==> src/rtl/bw_alu_sr.sv <==
module bw_alu_sr (
  input  logic        clk,
  input  logic        rst_n,
  input  logic [3:0]  op,
  input  logic        byte_mode,
  input  logic        dst_is_sr,
  input  logic [15:0] src,
  input  logic [15:0] dst,
  output logic [15:0] result,
  output logic        wr_en,
  output logic [15:0] sr_q
);
  localparam logic [3:0] OP_MOV  = 4'h4, OP_ADD = 4'h5, OP_ADDC = 4'h6, OP_SUBC = 4'h7;
  localparam logic [3:0] OP_SUB  = 4'h8, OP_CMP = 4'h9, OP_DADD = 4'hA, OP_BIT  = 4'hB;
  localparam logic [3:0] OP_BIC  = 4'hC, OP_BIS = 4'hD, OP_XOR  = 4'hE, OP_AND  = 4'hF;
  localparam int BIT_C = 0, BIT_Z = 1, BIT_N = 2, BIT_V = 8;

  logic [15:0] mask, s_m, d_m, b_op, r_raw, bcd, sr_d;
  logic [16:0] sum;
  logic        cin, is_sub, is_arith, is_dadd, is_logic, is_xor, valid, writes, upd;
  logic        cy_b, cy_w, nb, zr, sd, ss, sb, f_c, f_v;

  assign mask     = byte_mode ? 16'h00FF : 16'hFFFF;
  assign s_m      = src & mask;
  assign d_m      = dst & mask;
  assign is_sub   = (op == OP_SUBC) || (op == OP_SUB) || (op == OP_CMP);
  assign is_arith = is_sub || (op == OP_ADD) || (op == OP_ADDC);
  assign is_dadd  = (op == OP_DADD);
  assign is_logic = (op == OP_AND) || (op == OP_BIT);
  assign is_xor   = (op == OP_XOR);
  assign valid    = op[3] | op[2];
  assign writes   = valid && (op != OP_CMP) && (op != OP_BIT);
  assign upd      = is_arith || is_dadd || is_logic || is_xor;

  assign b_op = is_sub ? (~s_m & mask) : s_m;
  assign cin  = (op == OP_SUB) || (op == OP_CMP) ? 1'b1 :
                (op == OP_ADDC) || (op == OP_SUBC) ? sr_q[BIT_C] : 1'b0;
  assign sum  = {1'b0, d_m} + {1'b0, b_op} + {16'h0, cin};

  always_comb begin
    logic       cy;
    logic [4:0] dig;
    cy   = sr_q[BIT_C];
    bcd  = 16'h0;
    cy_b = 1'b0;
    for (int i = 0; i < 4; i++) begin
      dig = {1'b0, s_m[4*i +: 4]} + {1'b0, d_m[4*i +: 4]} + {4'h0, cy};
      if (dig > 5'd9) begin
        dig = dig + 5'd6;
        cy  = 1'b1;
      end else begin
        cy  = 1'b0;
      end
      bcd[4*i +: 4] = dig[3:0];
      if (i == 1) cy_b = cy;
    end
    cy_w = cy;
  end

  always_comb begin
    unique case (op)
      OP_MOV:                                r_raw = s_m;
      OP_ADD, OP_ADDC, OP_SUBC, OP_SUB,
      OP_CMP:                                r_raw = sum[15:0];
      OP_DADD:                               r_raw = bcd;
      OP_BIT, OP_AND:                        r_raw = s_m & d_m;
      OP_BIC:                                r_raw = ~s_m & d_m;
      OP_BIS:                                r_raw = s_m | d_m;
      OP_XOR:                                r_raw = s_m ^ d_m;
      default:                               r_raw = 16'h0;
    endcase
  end

  assign result = r_raw & mask;
  assign wr_en  = writes & ~dst_is_sr;

  assign nb = byte_mode ? result[7] : result[15];
  assign zr = (result == 16'h0);
  assign sd = byte_mode ? d_m[7]  : d_m[15];
  assign ss = byte_mode ? s_m[7]  : s_m[15];
  assign sb = byte_mode ? b_op[7] : b_op[15];

  always_comb begin
    f_c = ~zr;
    f_v = 1'b0;
    if (is_arith) begin
      f_c = byte_mode ? sum[8] : sum[16];
      f_v = (sd == sb) && (nb != sd);
    end else if (is_dadd) begin
      f_c = byte_mode ? cy_b : cy_w;
      f_v = (sd == ss) && (nb != sd);
    end else if (is_xor) begin
      f_v = ss & sd;
    end
  end

  always_comb begin
    sr_d = sr_q;
    if (writes && dst_is_sr) begin
      sr_d = result;
    end else if (upd) begin
      sr_d[BIT_C] = f_c;
      sr_d[BIT_Z] = zr;
      sr_d[BIT_N] = nb;
      sr_d[BIT_V] = f_v;
    end
  end

  always_ff @(posedge clk or negedge rst_n) begin
    if (!rst_n) sr_q <= 16'h0;
    else        sr_q <= sr_d;
  end
endmodule

==> config.mk <==
export PLATFORM = sky130hd
export DESIGN_NAME = bw_alu_sr
export DESIGN_NICKNAME = d
export VERILOG_FILES = /design/src/rtl/bw_alu_sr.sv
export SDC_FILE = /design/constraint.sdc
export NUM_CORES = 1
export LEC_CHECK = 0
export BUFFER_PORTS_ARGS = -buffer_cell sky130_fd_sc_hd__buf_2
export CORE_ASPECT_RATIO = 1.1
export CORE_MARGIN = 10
export CORE_UTILIZATION = 59
export DETAILED_ROUTE_END_ITERATION = 7
export PLACE_DENSITY = 0.83
export SLEW_MARGIN = 25
export SYNTH_ARGS = -nofsm -noshare
export SYNTH_HDL_FRONTEND = slang
export SYNTH_SLANG_ARGS = --single-unit
==> constraint.sdc <==
create_clock -name clk -period 11.2 [get_ports clk]
set_input_delay 1.12 -clock clk [delete_from_list [all_inputs] [get_ports clk]]
set_output_delay 1.12 -clock clk [all_outputs]
set_load 0.02 [all_outputs]
# == After elaboration in Yosys (flattened, before gate mapping) ==
# Index checks and enable logic that the tools add are counted.
# totals
out_inout_bits,33
regBits,16
word_cells,98
input_bits,40
# classes
reduce_logical,19
n_addsub,14
n_eq_ne,17
n_mux,28
magnitude_cmp,4
bitwise,14
# ops
cell,count
16-bit one-hot mux with 7 select lines,1
16-bit AND,6
4-bit == test (second input constant),8
16-bit two-way mux,2
4-bit by 4-bit adder with 5-bit output,4
5-bit by 1-bit adder with 5-bit output,4
5-bit by 4-bit > comparator with 1-bit output (second input constant),4
1-bit two-way mux,19
16-bit by 16-bit adder with 17-bit output,1
17-bit by 1-bit adder with 17-bit output,1
4-bit by 3-bit adder with 4-bit output (second input constant),4
4-bit by 3-bit == test with 1-bit output (second input constant),4
16-bit zero test,1
4-bit two-way mux,4
16-bit NOT,1
16-bit bitwise OR,1
16-bit bitwise XOR,1
1-bit logical OR,10
4-bit inequality test (second input constant),2
3-bit two-way mux,2
1-bit logical AND,5
5-bit OR reduction,1
1-bit AND,2
1-bit == test,2
other kinds (5),6

# == Longest topological paths before layout ==
# logic_depth
ltp_word,24
mapped_depth,35
mapped_depth_nobuf,35

# == Worst setup path before layout ==
# Ideal clock, no wire load.
# synth_timing
path_type,in2out
start,in src[0]
end,out result[14]
required_ns,10.080
path_stages,32
arrival_ns,8.690
slack_ns,1.390
n_path_buf,0
cell_sequence,fa_1 > fa_1 > xnor2_1 > ha_1 > nor2b_1 > a31o_2 > o31ai_4 > fa_1 > fa_1 > xnor2_1 > ha_1 > nand2b_1 > nand3_1 > o21ai_0 > fa_1 > inv_1 > fa_1 > ha_1 > a21boi_0 > o41ai_2 > fa_1 > inv_1 > fa_1 > xor2_1 > ha_1 > a21boi_0 > nor2b_1 > mux2i_1 > mux2_2 > a31oi_1 > a211oi_1 > inv_1
# synth_between
elab_chain_cells,16
elab_cells_between_ends,22
classes_between,add/sub (8); order compare (4); mux (6); bitwise (4)
# synth_lines
item,line,source
start: declaration,7,"input logic [15:0] src,"
16-bit AND (*),24,assign s_m = src & mask;
4-bit by 4-bit adder with 5-bit output,47,"dig = {1'b0, s_m[4*i +: 4]} + {1'b0, d_m[4*i +: 4]} + {4'h0, cy};"
5-bit by 1-bit adder with 5-bit output,47,
5-bit by 4-bit > comparator with 1-bit output,48,if (dig > 5'd9) begin
1-bit two-way mux,48,
5-bit by 1-bit adder with 5-bit output,47,
5-bit by 4-bit > comparator with 1-bit output,48,
1-bit two-way mux,48,
5-bit by 1-bit adder with 5-bit output,47,
5-bit by 4-bit > comparator with 1-bit output,48,
1-bit two-way mux,48,
5-bit by 1-bit adder with 5-bit output,47,
4-bit by 3-bit adder with 4-bit output / 5-bit by 4-bit > comparator with 1-bit output (equally long branches),"49, 48",
4-bit two-way mux,48,
16-bit one-hot mux with 7 select lines (*),61,unique case (op)
16-bit AND (*),74,assign result = r_raw & mask;
end: declaration,9,"output logic [15:0] result,"
# Every way passes the cells marked *; elsewhere a longest branch is shown, timed or not.

# == Worst setup path in the final report ==
# Ends and elaborated chain as after synthesis.

==> reports/results.env <==
OUTCOME='finished clean'
PLACEMENT.CELL_AREA_UM2=4660
CELL_INTERNAL_PWR_uW=225
SWSHARE_PCT=50.0
FP.DIEAREA_UM2=11100
CP_COMMON_CELL='fa_1'
CLK_PIN_SLEW_WORST_PATHS_PS=60
DRT-PASS1-ITER-COUNT=5
POWER_FRAC_CLOCK_PCT=11.4
SYNTH.TOP_CELLS.BY_AREA='ha_1 15%, dfrtp_1 9.4%, xnor2_1 5.3%'
COMMONEST_CELLS_POST_SYNTH='60 x inv_1, 57 x nand2_1, 50 x ha_1'
CRIT_PATH_MAX_INCR_DELAY_PS=470
FINAL_UTIL_PCT=67.4
ROOT_BUFFER='clkbuf_8'
CTS.PATH.MAX_BUFFERS=2
AVGSYNTHCELLAREA_UM2=7.30
POST_DRT_WL_PER_CELL_UM=19.4
START_KIND='input pin'
MAX_FLOP_REGISTER='sr_q'
NUMCTSBUFFERS=3
ROWS=32
MAX_SLEW_VIOLATION_TOTAL_FROM_THE_FINAL_REPORT=0
CORE_AREA_UM2=7050
REG2REG_FROM='sr_q[0]$_DFFE_PN0P_'
FAMILY_WITH_THE_MOST_DELAY_ON_THE_WORST_PATH='adder cells'
REMAINING_DRC_ERRORS=0
MAXIMUM_CAPACITANCE_VIOLATIONS=0
LARGEST_REGISTER_FF_COUNT=16
ASYNC_RESET_FF_SHARE_PCT=100
WORST-R2R-SETUP-SLACK_PS=1740
CRIT_SLOWEST_CELL='fa_1'
PRECTSSETUPSLACK_PS=117
NUMBER_OF_VIAS_AFTER_DETAILED_ROUTING=4840
SYNTH_ENABLE_FLOP_CELLS=0
END_KIND='output pin'
CRIT_PATH_TIME_FINAL_PS=10720
ANTENNA-DIODE-COUNT=0
P_SWITCHING_uW=226
POST_ROUTE_CELLS_DRIVE_ABOVE_1_SHARE_PCT=18.6
GRT_PASS1_WL_MM=22.2
ROUTE.DETAILED.VIAS_PER_INST=6.67
MAXSLEWHEADROOM_PCT=34.1
SYNTHESIS.NETS=686
IR_WORST_VDD_mV=0.0990
SYNTHDOMINANTCELLAREASHARE_PCT=14.6
CTS_TREE='built'
HPWL_MM=10.9
FINAL_SETUP_VIOLATION_COUNT=0
PORT_BUFFERS=72
CLOCK_SKEW_PS=0.621
SYNTH-SEQ-CELLS=16
SYNTH_LARGEST_AREA_CELL='ha_1'
CRITICAL_PATH_DEPTH_IN_CELLS=36
TIMING.FINAL.HOLD_VIOLATIONS=0
SYN_INST=586
WORST-PATH-BUF-INV=6
SEQUENTIAL_SHARE_OF_THE_SYNTHESIZED_AREA_PCT=9.36
LAYOUT_WORST_PATH_CYCLE_SHARE_PCT=95.7
DRTANTENNAVIOLNETS=0
CTS_HOLD_BUF=0
TIMING.CRITICAL_PATH.REQUIRED_PS=10080
DR.FIRST_ITER.DRC_COUNT=525
CAPTURING_ELEMENT_OF_THE_WORST_SETUP_PATH='result[14]'
DOMINANTREGCELLSYNTH='dfrtp_1'
TIMING.REG2REG.WORST_PATH_DEPTH=36
NUM_CLOCK_SINKS=16
HOLD_CRIT_CLASS='reg -> reg'
GRT_ANTENNA_BEFORE_REPAIR=0
WORSTPATHARRIVAL_PS=9600
DIE_H_UM=109
IO-PIN-COUNT=73
CRITICAL_PATH_CLASS='in -> out'
SYNTHDISTINCTLIBCELLS=83
SYNTH.CELL_AREA_UM2=4280
GRT_UTIL_ALL_LAYERS_PCT=24.0
TOTAL_LEAKAGE_POWER_nW=2.37
INSERTION_DELAY_PS=250
PART_OF_THE_POWER_IN_REGISTERS_PCT=16.1
AREA_DELTA_SYNTH_FINAL_PCT=11.0
GP_ROUTABILITY_CONGESTION=0.944
SYNTH.MOST_COMMON_CELL='inv_1'
POST-ROUTE-WORST-SETUP-SLACK_PS=479
OVERFLOW=0
SYNTH.YOSYS.WARNINGS=0
DETAIL_ROUTE.WIRELENGTH_MM=14.1
PIN_COUNT_OF_THE_BIGGEST_NET_ENTERING_GLOBAL_ROUTING=33
FLOORPLAN.INITIALDENSITY_PCT=60.7
H-TREE-DEPTH=1
FMAXACHIEVABLE_MHz=93.3
DIE_WIDTH_UM=101
CRITPATHLAUNCH='src[0]'
TIMING.HOLD.WS_PS=480
POWER_PER_CELL_AREA_nW_PER_UM2=94.9
BIGGESTREGSBYFLOPS='sr_q (16)'
WORST_R2R_ENDPOINT='sr_q[1]$_DFFE_PN0P_'
LAYOUT.NETS=742
POST-LAYOUT-TOTAL-POWER_uW=451
CRITICAL_PATH.MAX_FANOUT=4
VIAS_IN_THE_FIRST_GLOBAL_ROUTE=4555
POWER_FRAC_COMB_PCT=72.6
NON_FILLER_CELL_AREA_FINAL_UM2=4750
TIGHTESTPINTRANSITION_PS=982
[area by class of cell]
type / count / area, um^2
clock buffer: 4 / 55.1
fill: 596 / 2300
inverter: 61 / 229
multi-input combinational: 480 / 3540
sequential: 16 / 400
tap: 85 / 106
timing repair buffer: 80 / 420
[stage by stage]
step | std cells | setup TNS [ps]
after floorplan | 586 | 0
after CTS | 724 | 0
after global placement | 720 | 0
final | 726 | 0
after global routing | 726 | -29.1
after detailed placement | 720 | 0
[per-layer routing]
layer / GRT usage, % / wire (um) / vias up
li1: - / - / 2229
met1: 30.2 / 5520 / 2212
met2: 39.7 / 6520 / 340
met3: 4.58 / 1600 / 59
met4: 8.96 / 449 / 0
met5: 0 / 0 / -
[power by group through the flow]
stage / Sequential [mW] / Clock, mW / Combinational [mW]
2_1_floorplan: 0.0845 / 0 / 0.215
3_3_place_gp: 0.0729 / 0 / 0.301
3_5_place_dp: 0.0735 / 0 / 0.312
4_1_cts: 0.0724 / 0.0515 / 0.314
5_1_grt: 0.0733 / 0.0527 / 0.357
6_report: 0.0724 / 0.0513 / 0.327
[repair_timing]
item | CTS | global route
buffers inserted | 0 | 2
resized for setup | 0 | 5
endpoints found under the setup margin | 0 | 2
[worst min-delay path, cell delays in order, from the launching register on]
cell and delay (ps):
dfrtp_1 340, nand2_1 40, o21ai_0 60
[layout by cell type, fill, tap and decap left out, types with 4 or more instances in the layout]
cell type	Yosys	routed
inv_1	60	60
clkbuf_8	0	4
buf_4	2	8
nor2_1	40	40
mux2i_1	13	13
nand2_1	57	57
and2_1	5	5
xnor2_1	26	24
o31a_1	4	4
a211oi_1	8	7
nand3_1	30	30
and3_1	7	7
nor3_1	9	9
a21o_1	6	6
ha_1	50	50
o2bb2ai_1	7	7
o211ai_1	6	6
xor2_1	4	4
buf_2	10	72
dfrtp_1	16	16
mux2_2	4	4
nor2b_1	8	8
a21oi_1	40	40
nand2b_1	7	7
nand3b_1	6	6
a31oi_1	8	8
o21ai_0	38	36
a2bb2oi_1	5	5
a31o_2	5	5
fa_1	10	10
[cell families after synthesis]
| kind of cell | share of synthesized area, % |
|---|---|
| adder cells (fa/ha/maj) | 19.3 |
| buffers and inverters | 8.71 |
| multiplexers | 4.44 |
| AO/OA/AOI/OAI | 29.2 |
| AND/OR/NAND/NOR | 22.9 |
| XOR/XNOR | 6.14 |
| flip-flops | 9.36 |
[worst min path at each step]
| stage | startpoint | to | slack (ps) | depth (start not counted) |
|---|---|---|---|---|
| floorplan | sr_q[10]$_DFFE_PN0P_ | sr_q[10]$_DFFE_PN0P_ | 590 | 2 |
| global placement | sr_q[6]$_DFFE_PN0P_ | sr_q[6]$_DFFE_PN0P_ | 460 | 2 |
| detailed placement | sr_q[12]$_DFFE_PN0P_ | sr_q[12]$_DFFE_PN0P_ | 470 | 2 |
| CTS | sr_q[12]$_DFFE_PN0P_ | sr_q[12]$_DFFE_PN0P_ | 480 | 2 |
| global route | sr_q[4]$_DFFE_PN0P_ | sr_q[4]$_DFFE_PN0P_ | 520 | 1 |
| finish | sr_q[12]$_DFFE_PN0P_ | sr_q[12]$_DFFE_PN0P_ | 480 | 2 |
Note: power is estimated with default switching activity, not from simulation.
